[config.mk]
export PLATFORM = sky130hd
export DESIGN_NAME = pwr_mode_mgr
export DESIGN_NICKNAME = d
export VERILOG_FILES = /design/src/rtl/pmm_pkg.sv /design/src/rtl/pmm_wait_timer.sv /design/src/rtl/pmm_seq_fsm.sv /design/src/rtl/pmm_out_decode.sv /design/src/rtl/pwr_mode_mgr.sv
export SDC_FILE = /design/constraint.sdc
export NUM_CORES = 1
export LEC_CHECK = 0
export BUFFER_PORTS_ARGS = -buffer_cell sky130_fd_sc_hd__buf_2
export CAP_MARGIN = 20
export CORE_ASPECT_RATIO = 2
export CORE_MARGIN = 5
export CORE_UTILIZATION = 40
export CTS_CLUSTER_DIAMETER = 80
export DETAILED_ROUTE_END_ITERATION = 7
export PLACE_DENSITY = 0.76
export SLEW_MARGIN = 30
export SYNTH_ARGS = -nofsm -noshare
export SYNTH_HDL_FRONTEND = slang
export SYNTH_HIERARCHICAL = 1
export SYNTH_SLANG_ARGS = --single-unit
[constraint.sdc]
create_clock -name clk -period 4.2 [get_ports clk]
set_clock_uncertainty 0.1 [all_clocks]
set_input_delay 0.63 -clock clk [delete_from_list [all_inputs] [get_ports clk]]
set_output_delay 0.63 -clock clk [all_outputs]
set_load 0.01 [all_outputs]
[src/rtl/pmm_pkg.sv]
package pmm_pkg;

   // sequencer states; each timed step owns one code
   typedef enum logic [3:0] {
      ST_RUN      = 4'd0,
      ST_IDLE_ENT = 4'd1,
      ST_IDLE     = 4'd2,
      ST_IDLE_EXT = 4'd3,
      ST_HALT     = 4'd4,
      ST_RST_HOLD = 4'd5,
      ST_SLEEP    = 4'd6,
      ST_PWR_UP   = 4'd7,
      ST_OSC_UP   = 4'd8
   } pmm_state_e;

   localparam logic [1:0] MODE_RUN   = 2'b00;
   localparam logic [1:0] MODE_IDLE  = 2'b01;
   localparam logic [1:0] MODE_SLEEP = 2'b10;
   localparam logic [1:0] MODE_MOVE  = 2'b11;

   typedef struct packed {
      logic       clk_en;
      logic       cpu_rst;
      logic       pwr_en;
      logic       osc_en;
      logic       ready;
      logic [1:0] mode;
   } pmm_ctl_t;

endpackage

[src/rtl/pmm_wait_timer.sv]
module pmm_wait_timer #(
   parameter int CNT_W = 16
) (
   input  logic             clk,
   input  logic             rst_n,
   input  logic             load,
   input  logic [CNT_W-1:0] load_val,
   input  logic             tick,
   output logic             done
);

   logic [CNT_W-1:0] cnt_q;

   initial begin
      assert (CNT_W >= 2 && CNT_W <= 32)
         else $error("pmm_wait_timer: CNT_W out of range");
   end

   always_ff @(posedge clk or negedge rst_n) begin
      if (!rst_n)
         cnt_q <= '0;
      else if (load)
         cnt_q <= load_val;
      else if (tick && (cnt_q != '0))
         cnt_q <= cnt_q - 1'b1;
   end

   assign done = (cnt_q == '0);


   hold_no_tick_chk: assert property (@(posedge clk) disable iff (!rst_n)
      (!load && !tick) |=> $stable(cnt_q));


   load_take_chk: assert property (@(posedge clk) disable iff (!rst_n)
      load |=> (cnt_q == $past(load_val)));

endmodule

[src/rtl/pmm_seq_fsm.sv]
module pmm_seq_fsm
   import pmm_pkg::*;
#(
   parameter int CNT_W = 16
) (
   input  logic             clk,
   input  logic             rst_n,
   input  logic             req_idle,
   input  logic             req_sleep,
   input  logic             wake,
   input  logic             wait_done,
   input  logic [CNT_W-1:0] dly_idle_in,
   input  logic [CNT_W-1:0] dly_idle_out,
   input  logic [CNT_W-1:0] dly_halt,
   input  logic [CNT_W-1:0] dly_rst,
   input  logic [CNT_W-1:0] dly_pwr,
   input  logic [CNT_W-1:0] dly_osc,
   output pmm_state_e       state,
   output logic             load,
   output logic [CNT_W-1:0] load_val
);

   pmm_state_e state_q, state_d;
   logic       wake_hold_q, wake_hold_d;
   logic       nxt_timed;

   always_comb begin
      state_d     = state_q;
      wake_hold_d = wake_hold_q;
      unique case (state_q)
         ST_RUN: begin
            wake_hold_d = 1'b0;
            if (req_sleep) begin
               if (!wake) state_d = ST_HALT;
            end else if (req_idle) begin
               state_d = ST_IDLE_ENT;
            end
         end
         ST_IDLE_ENT: begin
            wake_hold_d = wake_hold_q | wake;
            if (wait_done) state_d = ST_IDLE;
         end
         ST_IDLE: begin
            if (wake || wake_hold_q) begin
               state_d     = ST_IDLE_EXT;
               wake_hold_d = 1'b0;
            end
         end
         ST_IDLE_EXT: begin
            if (wait_done) state_d = ST_RUN;
         end
         ST_HALT: begin
            wake_hold_d = wake_hold_q | wake;
            if (wait_done) state_d = ST_RST_HOLD;
         end
         ST_RST_HOLD: begin
            wake_hold_d = wake_hold_q | wake;
            if (wait_done) state_d = ST_SLEEP;
         end
         ST_SLEEP: begin
            if (wake || wake_hold_q) begin
               state_d     = ST_PWR_UP;
               wake_hold_d = 1'b0;
            end
         end
         ST_PWR_UP: begin
            if (wait_done) state_d = ST_OSC_UP;
         end
         ST_OSC_UP: begin
            if (wait_done) state_d = ST_RUN;
         end
         default: begin
            state_d     = ST_RUN;
            wake_hold_d = 1'b0;
         end
      endcase
   end

   // wait length picked by the step being entered
   always_comb begin
      nxt_timed = 1'b1;
      load_val  = '0;
      unique case (state_d)
         ST_IDLE_ENT: load_val = dly_idle_in;
         ST_IDLE_EXT: load_val = dly_idle_out;
         ST_HALT:     load_val = dly_halt;
         ST_RST_HOLD: load_val = dly_rst;
         ST_PWR_UP:   load_val = dly_pwr;
         ST_OSC_UP:   load_val = dly_osc;
         default:     nxt_timed = 1'b0;
      endcase
   end

   assign load  = nxt_timed && (state_d != state_q);
   assign state = state_q;

   always_ff @(posedge clk or negedge rst_n) begin
      if (!rst_n) begin
         state_q     <= ST_RUN;
         wake_hold_q <= 1'b0;
      end else begin
         state_q     <= state_d;
         wake_hold_q <= wake_hold_d;
      end
   end


   abort_hold_chk: assert property (@(posedge clk) disable iff (!rst_n)
      (state_q == ST_RUN && req_sleep && wake) |=> (state_q == ST_RUN));


   sleep_first_chk: assert property (@(posedge clk) disable iff (!rst_n)
      (state_q == ST_RUN && req_sleep && req_idle && !wake) |=> (state_q == ST_HALT));


   held_wake_chk: assert property (@(posedge clk) disable iff (!rst_n)
      (state_q == ST_RST_HOLD && wait_done && (wake || wake_hold_q))
      |=> (state_q == ST_SLEEP && wake_hold_q));


   sleep_stay_chk: assert property (@(posedge clk) disable iff (!rst_n)
      (state_q == ST_SLEEP && !wake && !wake_hold_q) |=> (state_q == ST_SLEEP));

endmodule

[src/rtl/pmm_out_decode.sv]
module pmm_out_decode
   import pmm_pkg::*;
(
   input  pmm_state_e state,
   output pmm_ctl_t   ctl
);

   always_comb begin
      ctl = '{clk_en: 1'b0, cpu_rst: 1'b1, pwr_en: 1'b1, osc_en: 1'b1,
              ready: 1'b0, mode: MODE_MOVE};
      unique case (state)
         ST_RUN: begin
            ctl.clk_en  = 1'b1;
            ctl.cpu_rst = 1'b0;
            ctl.ready   = 1'b1;
            ctl.mode    = MODE_RUN;
         end
         ST_IDLE_ENT: begin
            ctl.clk_en  = 1'b1;
            ctl.cpu_rst = 1'b0;
         end
         ST_IDLE: begin
            ctl.cpu_rst = 1'b0;
            ctl.mode    = MODE_IDLE;
         end
         ST_IDLE_EXT, ST_HALT: begin
            ctl.cpu_rst = 1'b0;
         end
         ST_RST_HOLD, ST_OSC_UP: begin
         end
         ST_SLEEP: begin
            ctl.pwr_en = 1'b0;
            ctl.osc_en = 1'b0;
            ctl.mode   = MODE_SLEEP;
         end
         ST_PWR_UP: begin
            ctl.osc_en = 1'b0;
         end
         default: begin
         end
      endcase
   end

endmodule

[src/rtl/pwr_mode_mgr.sv]
module pwr_mode_mgr
   import pmm_pkg::*;
#(
   parameter int CNT_W       = 16,
   parameter int IRQ_N       = 4,
   parameter int SYNC_STAGES = 0
) (
   input  logic             clk,
   input  logic             rst_n,
   input  logic             slow_tick,
   input  logic             req_idle,
   input  logic             req_sleep,
   input  logic [IRQ_N-1:0] irq_pend,
   input  logic [IRQ_N-1:0] irq_en,
   input  logic [CNT_W-1:0] dly_idle_in,
   input  logic [CNT_W-1:0] dly_idle_out,
   input  logic [CNT_W-1:0] dly_halt,
   input  logic [CNT_W-1:0] dly_rst,
   input  logic [CNT_W-1:0] dly_pwr,
   input  logic [CNT_W-1:0] dly_osc,
   output logic             cpu_clk_en,
   output logic             cpu_rst,
   output logic             pwr_en,
   output logic             osc_en,
   output logic             ready,
   output logic [1:0]       cur_mode
);

   initial begin
      assert (IRQ_N >= 1 && IRQ_N <= 64)
         else $error("pwr_mode_mgr: IRQ_N out of range");
      assert (SYNC_STAGES >= 0 && SYNC_STAGES <= 4)
         else $error("pwr_mode_mgr: SYNC_STAGES out of range");
   end

   logic [IRQ_N-1:0] irq_seen;
   logic [IRQ_N-1:0] irq_hit;
   logic             wake;
   logic             load, wait_done;
   logic [CNT_W-1:0] load_val;
   pmm_state_e       state;
   pmm_ctl_t         ctl;

   // optional resync of wake sources arriving from other domains
   generate
      if (SYNC_STAGES == 0) begin : g_direct
         assign irq_seen = irq_pend;
      end else begin : g_sync
         logic [IRQ_N-1:0] chain_q [SYNC_STAGES];
         always_ff @(posedge clk or negedge rst_n) begin
            if (!rst_n) begin
               for (int k = 0; k < SYNC_STAGES; k++) chain_q[k] <= '0;
            end else begin
               chain_q[0] <= irq_pend;
               for (int k = 1; k < SYNC_STAGES; k++) chain_q[k] <= chain_q[k-1];
            end
         end
         assign irq_seen = chain_q[SYNC_STAGES-1];
      end
   endgenerate

   for (genvar i = 0; i < IRQ_N; i++) begin : g_mask
      assign irq_hit[i] = irq_seen[i] & irq_en[i];
   end
   assign wake = |irq_hit;

   pmm_seq_fsm #(.CNT_W(CNT_W)) u_fsm (
      .clk          (clk),
      .rst_n        (rst_n),
      .req_idle     (req_idle),
      .req_sleep    (req_sleep),
      .wake         (wake),
      .wait_done    (wait_done),
      .dly_idle_in  (dly_idle_in),
      .dly_idle_out (dly_idle_out),
      .dly_halt     (dly_halt),
      .dly_rst      (dly_rst),
      .dly_pwr      (dly_pwr),
      .dly_osc      (dly_osc),
      .state        (state),
      .load         (load),
      .load_val     (load_val)
   );

   pmm_wait_timer #(.CNT_W(CNT_W)) u_timer (
      .clk      (clk),
      .rst_n    (rst_n),
      .load     (load),
      .load_val (load_val),
      .tick     (slow_tick),
      .done     (wait_done)
   );

   pmm_out_decode u_dec (
      .state (state),
      .ctl   (ctl)
   );

   assign cpu_clk_en = ctl.clk_en;
   assign cpu_rst    = ctl.cpu_rst;
   assign pwr_en     = ctl.pwr_en;
   assign osc_en     = ctl.osc_en;
   assign ready      = ctl.ready;
   assign cur_mode   = ctl.mode;


   pwr_off_order_chk: assert property (@(posedge clk) disable iff (!rst_n)
      $fell(pwr_en) |-> ($past(cpu_rst) && !cpu_clk_en));


   rst_after_halt_chk: assert property (@(posedge clk) disable iff (!rst_n)
      $rose(cpu_rst) |-> ($past(!cpu_clk_en) && pwr_en));


   osc_after_pwr_chk: assert property (@(posedge clk) disable iff (!rst_n)
      $rose(osc_en) |-> $past(pwr_en));


   rst_release_chk: assert property (@(posedge clk) disable iff (!rst_n)
      $fell(cpu_rst) |-> ($past(osc_en) && pwr_en && cpu_clk_en));


   ready_run_chk: assert property (@(posedge clk) disable iff (!rst_n)
      ready |-> (cpu_clk_en && !cpu_rst && cur_mode == MODE_RUN));

endmodule

==> key figures, run 1 <==
Clock tree
  • CTS resizes: 0
  • CTS tree: done
  • Clk pin slew, worst setup/hold paths: 0.08 ns
  • # clock sinks: 21
  • Hold Buf Count CTS: 0
  • Clock Latency Late Sink: 0.26 ns
  • CTS Buf Count: 3
  • H-tree Lvls: 1
  • Setup bufs post-CTS: 0
  • Clock Tree Buf Depth: 2
  • Root Driver: clkbuf_8

Power
  • Peak supply drop: 0.117 mV
  • Leakage: 1.10 nW
  • Power Density: 192 nW/um^2
  • Total power: ~540 uW

Cells and area
  • Post-layout util: 0.523
  • Antenna diodes: 0
  • Share of layout cells above drive strength 1: 0.385
  • Final layout net count: 482
  • Area growth syn-to-layout: 29.2%
  • Fillers: 558
  • Design Area, Final: 2810 sq um

Detailed routing
  • DR vias: 2,739
  • WL met2: about 4300 um
  • Pre-antenna DRT Iters: 8
  • Final wirelength: 8170 um
  • Routed length on met3: about 540 um
  • Vias/cell: 6.35
  • M1 wire length: 2830 um
  • Initial DRC count: 255
  • Top layer in use: met4
  • ANT nets after route: 0
  • Drt drc: 4
  • WL/cell: 19.0 um

Critical path
  • Slowest cell on the critical path: or4_1
  • Crit end category: flop
  • Worst Setup Path Type: flop to flop
  • Crit-path max FO: 20
  • CP cell instances: or4_1 > nor4_1 > buf_4 > and2_1 > buf_4 > nor2b_1 > a31oi_2 > o21ai_0 > nand2_1 > a31oi_1 > buf_4 > or2_2 > o311ai_0
  • R2r startpoint: u_timer/cnt_q[7]
  • CP endpoint: u_timer/cnt_q[7]
  • Crit. path cell count: 13
  • Reg2Reg Depth: 13
  • Setup crit start: u_timer/cnt_q[7]
  • Startpoint Class: flop
  • Most frequent CP cell: buf_4
  • CP Buf/Inv Count: 3
  • RR Endpoint: u_timer/cnt_q[7]
  • Top Family by Delay on Critical Path: simple AND/OR/NAND/NOR gates
  • R2R setup slack: 0.36 ns
  • Worst stage delay on the critical path: 0.64 ns
  • Worst Path Required: 4.23 ns
  • WP data arrival: around 3.9 ns

Timing
  • Final Hold Viols: 0
  • RSZ-0062 raised after global routing: false
  • Slew @ Worst Pin: 0.880 ns
  • Fmax: 261 MHz
  • Setup violators final: 0
  • Fin crit share: 0.914
  • Final min period: 3.84 ns
  • Count of final max-slew check failures: 0
  • TNS Setup: 0 ns
  • Relative slew slack: 0.413
  • Hold WS: 0.233 ns

Global routing
  • Gr ovfl total: 0
  • Initial antenna violation count: 0
  • First-pass GRT wire length: 13,000 um
  • Vias in the first global route: roughly 2,800
  • Total GRT Usage: 0.225
  • Largest net degree at the start of global routing: 23

Synthesis
  • Post-synth top flop: dfrtp_1
  • Post-synth EDFFs: 0
  • Syn Inst Count: 265
  • Share of the synthesized area in the top cell type: 0.242
  • Cell area after synthesis: 2180 sq um
  • Syn Nets: 375
  • Top post-synthesis cells by count: nand2_1 (32), dfrtp_1 (21), nand3_1 (20)
  • Fraction of registers with async set/reset: 1.00
  • Avg Inst Size Synth: 8.21 sq um
  • Register bit total from synthesis: 21
  • Unique masters post-synth: 57
  • Yosys top cell by area: dfrtp_1
  • Area contributors post-synth: dfrtp_1 (24%), a222oi_1 (7.4%), a22oi_1 (5.5%)
  • Synth warnings: 6
  • Count leader, synth: nand2_1
  • Sequential fraction of the synthesis area: 0.242

Die
  • IO Pins: 116
  • Starting Density: 0.405
  • DIE AREA: 7100 sq um
  • Core Region: between 5000 and 6000 sq um
  • # rows: 38
  • Die W: 62.2 um
  • Chip height: roughly 110 um

Placement
  • Port-buffer cells: about 120
  • DP Wirelength: 6510 um
  • Post-Place Cell Area: 2770 sq um
  • GP Congestion: 0.923

Run status
  • Violated checks: design-rule violations
  • Status: complete, but fails checks

Worst hold path
  • Class of the worst hold path: input port to async pin

Flow run
  • Max-capacitance violation count: 0
-- sequential cells by signal, indices dropped and copies added (netlist names) --
signal,count
u_fsm/wake_hold_q,1
u_fsm/state,4
u_timer/cnt_q,16
-- layout by cell type (no fill, tap or decap), types with 6 or more instances in the layout --
master and instances:
buf_2 115, nand2_1 32, dfrtp_1 21, nand3_1 20, nor2_1 19, a22oi_1 16
a222oi_1 16, a31oi_1 10, or3_1 8, o21ai_0 8, or4_1 8, buf_4 7
inv_1 7, nor3_1 6
-- layout make-up --
type                       instances  area, sq um  share of cell area
sequential                        21          526               0.187
tap                               60         75.1              0.0267
timing repair buffer             122          628               0.223
clock inverter                     1         5.00             0.00178
inverter                           7         26.3             0.00935
multi-input combinational        217         1510               0.537
clock buffer                       3         41.3              0.0147
-- worst min path at each step --
stage                 startpoint  cells after the start                 to  slack [ns]
6_report                   rst_n                      1   u_timer/cnt_q[0]        0.23
5_1_grt                    rst_n                      1   u_timer/cnt_q[0]        0.27
4_1_cts                    rst_n                      1  u_fsm/wake_hold_q        0.24
3_5_place_dp   u_fsm/wake_hold_q                      2  u_fsm/wake_hold_q        0.45
3_3_place_gp   u_fsm/wake_hold_q                      2  u_fsm/wake_hold_q        0.45
2_1_floorplan              rst_n                      0     u_fsm/state[0]        0.23
-- where the power goes --
group / switching, mW / internal (mW) / leakage (nW)
clock network: 0.0716 / 0.0662 / 0.0255
registers: 0.0331 / 0.226 / 0.216
logic: 0.0676 / 0.0761 / 0.859
-- routing by layer --
layer / global-route usage / up-vias
met4: 0.153 / 0
met2: 0.409 / 135
met1: 0.227 / 1290
met5: 0 / -
li1: - / 1279
met3: 0.0383 / 35
-- cell families after synthesis --
| group | count (synthesis) | synth area share |
|---|---|---|
| simple gates | 121 | 0.304 |
| compound gates | 92 | 0.372 |
| buf+inv | 27 | 0.0644 |
| flops | 21 | 0.242 |
| xor+xnor | 2 | 0.00805 |
| mux | 1 | 0.00460 |
| fa+ha+maj | 1 | 0.00575 |
-- metrics by stage --
stage	setup slack, ns	instances
2_1_floorplan	0.288	265
3_3_place_gp	0.623	427
3_5_place_dp	0.433	427
4_1_cts	0.407	431
5_1_grt	0.120	431
6_report	0.362	431
Power figures use the tool's default switching activity.
==> inputs of run 2 (changes only) <==
--- a/config.mk
+++ b/config.mk
@@ -6,4 +6,5 @@
 export NUM_CORES = 1
 export LEC_CHECK = 0
+export ABC_AREA = 1
 export BUFFER_PORTS_ARGS = -buffer_cell sky130_fd_sc_hd__buf_2
 export CAP_MARGIN = 20
@@ -13,5 +14,5 @@
 export CTS_CLUSTER_DIAMETER = 80
 export DETAILED_ROUTE_END_ITERATION = 7
-export PLACE_DENSITY = 0.76
+export PLACE_DENSITY = 0.71
 export SLEW_MARGIN = 30
 export SYNTH_ARGS = -nofsm -noshare
==> constraint.sdc (replaced) <==
create_clock -name clk -period 4.2 [get_ports clk]
set_clock_uncertainty 0.1 [all_clocks]
set_input_delay 0.21 -clock clk [delete_from_list [all_inputs] [get_ports clk]]
set_output_delay 0.21 -clock clk [all_outputs]
set_load 0.01 [all_outputs]
==> key figures, run 2 <==
Global routing
  • Largest net degree at the start of global routing: 43
  • First-pass GRT wire length: between 15,000 and 20,000 um
  • Initial antenna violation count: 0
  • Total GRT Usage: 0.208
  • Gr ovfl total: 0
  • Vias in the first global route: 3,405

Critical path
  • Worst Path Required: ~4.2 ns
  • Crit-path max FO: 14
  • RR Endpoint: u_timer/cnt_q[14]
  • Reg2Reg Depth: 21
  • Crit end category: flop
  • R2r startpoint: u_timer/cnt_q[0]
  • Worst Setup Path Type: flop to flop
  • Startpoint Class: flop
  • WP data arrival: 3.69 ns
  • R2R setup slack: 0.55 ns

Cells and area
  • Share of layout cells above drive strength 1: 0.311
  • Max reg flops: 16
  • Antenna diodes: 0
  • Final layout net count: 702
  • Design Area, Final: 3580 sq um
  • Fillers: 761
  • Commonest cells after routing, fill and taps aside: nand2_1 (179), buf_2 (115), nand4_1 (67)
  • Area growth syn-to-layout: 23.3%
  • Top reg by flops: u_timer/cnt_q
  • Commonest non-fill, non-tap cell in the layout: nand2_1

Synthesis
  • Syn Inst Count: just under 500
  • Synth warnings: 6
  • Register bit total from synthesis: 21
  • Post-synth EDFFs: 0
  • Sequential fraction of the synthesis area: 0.181
  • Cell area after synthesis: 2900 sq um
  • Unique masters post-synth: 39
  • Fraction of registers with async set/reset: 1.00
  • Share of the synthesized area in the top cell type: 0.232
  • Syn Nets: 600
  • Top post-synthesis cells by count: nand2_1 (179), nand4_1 (67), inv_1 (41), nor2_1 (41), nand3_1 (26)
  • Count leader, synth: nand2_1
  • Post-synth top flop: dfrtp_1
  • Avg Inst Size Synth: 5.92 sq um
  • Area contributors post-synth: nand2_1 (23%), dfrtp_1 (18%), nand4_1 (14%)
  • Yosys top cell by area: nand2_1

Clock tree
  • Root Driver: clkbuf_16
  • CTS tree: done
  • Clock Latency Late Sink: roughly 0.26 ns
  • CTS Buf Count: 3
  • # clock sinks: 21
  • Setup bufs post-CTS: 0
  • Clk pin slew, worst setup/hold paths: 0.06 ns
  • H-tree Lvls: 1
  • Clock Tree Buf Depth: 2

Worst hold path
  • Hold Path Origin: dly_idle_in[0]
  • Class of the worst hold path: input port to flop
  • Hold path endpoint: u_timer/cnt_q[0]
  • Depth of the worst hold-timing path: 7

Placement
  • Pre-CTS setup slack: roughly 0.57 ns
  • GP Congestion: 0.923
  • Port-buffer cells: 115
  • Post-Place Cell Area: 3490 sq um
  • DP Wirelength: between 7000 and 8000 um

Detailed routing
  • DR vias: ~3,600
  • Pre-antenna DRT Iters: 5
  • Vias/cell: between 5 and 6
  • Initial DRC count: 224
  • ANT nets after route: 0
  • WL/cell: 13.7 um
  • Drt drc: 0
  • Final wirelength: 9360 um

Power
  • Leakage: 2.00 nW
  • Peak supply drop: roughly 0.31 mV
  • Total power: 2.19 mW
  • Power Density: about 610 nW/um^2

Timing
  • Fmax: 274 MHz
  • Hold WS: 0.252 ns
  • Count of final max-slew check failures: 0
  • TNS Setup: 0 ns
  • Final min period: 3.65 ns
  • Final Hold Viols: 0
  • Relative slew slack: 0.600
  • Slew @ Worst Pin: 0.600 ns
  • Fin crit share: 0.868
  • RSZ-0062 raised after global routing: false
  • Final Worst Setup Slack: 0.554 ns
  • Setup violators final: 0

Flow run
  • Max-capacitance violation count: 0

Run status
  • Status: finished clean

Die
  • DIE AREA: between 9000 and 10,000 sq um
  • Core Region: around 7200 sq um
  • IO Pins: 116
  • Die W: 70.2 um
  • Chip height: about 130 um
  • Starting Density: 0.405
  • # rows: 44
[run 2: area by class of cell]
class	count	area, sq um	share of cell area
multi-input cells	392	2020	0.564
inverters	49	184	0.0514
clock inverters	1	5.00	0.00140
well taps	92	115	0.0322
repair buffers	125	653	0.183
flip-flops and latches	21	526	0.147
clock buffers	3	75.1	0.0210
[run 2: metal layers]
layer  global-route usage  share of wire
met5                    0              0
met4               0.0847          0.038
met3               0.0375          0.072
met2                0.359           0.48
met1                0.256           0.41
[run 2: power by group]
| part | internal, mW | switching, mW | total (mW) | leakage, nW |
|---|---|---|---|---|
| clock network | 0.128 | 0.0792 | 0.207 | 0.0409 |
| registers | 0.290 | 0.127 | 0.417 | 0.258 |
| logic | 0.529 | 1.04 | 1.56 | 1.70 |
[run 2: logic make-up (layout without fill, tap and decap cells)]
kind of cell    after synthesis  count (layout)  share of synthesized area
simple gates                365             365                      0.634
buf+inv                      77             178                      0.124
compound gates               22              22                     0.0419
flops                        21              21                      0.181
xor+xnor                      4               4                     0.0147
fa+ha+maj                     1               1                    0.00432
[run 2: critical path, cell delays in order, from the launching register on]
cell and delay, ns:
dfrtp_1 0.39, inv_1 0.14, ha_1 0.25, inv_1 0.09, nor2_2 0.14, nand3_2 0.12
nor2_2 0.13, nand2_1 0.08, nor4_2 0.15, buf_4 0.20, inv_1 0.07, o21ai_1 0.20
nand2_2 0.17, o21ai_0 0.22, nand3_1 0.10, nand2_1 0.07, inv_1 0.05, inv_1 0.36
buf_4 0.25, nand2_4 0.10, nand3_1 0.10, nand2_1 0.05
[run 2: worst max-delay path by stage]
stage                           startpoint                 to  slack, ns  cells past startpoint
after global routing      u_timer/cnt_q[0]  u_timer/cnt_q[14]       0.23                     21
after global placement    u_timer/cnt_q[0]   u_timer/cnt_q[5]       0.71                     23
after detailed placement  u_timer/cnt_q[0]  u_timer/cnt_q[12]       0.57                     21
final                     u_timer/cnt_q[0]  u_timer/cnt_q[14]       0.55                     21
after CTS                 u_timer/cnt_q[0]  u_timer/cnt_q[14]       0.53                     21
after floorplan           u_timer/cnt_q[0]   u_timer/cnt_q[2]       0.73                     25
[run 2: through the flow]
step,cells,util
final,683,0.500
after CTS,683,0.500
after floorplan,490,-
after global routing,683,0.500
after global placement,678,0.487
after detailed placement,678,0.487
[run 2: timing repair]
item                                   4_1_cts  5_1_grt
endpoints found under the hold margin       21        0
hold buffers                                 1        0
resized for setup                            0        0
setup endpoints to repair                    0        0
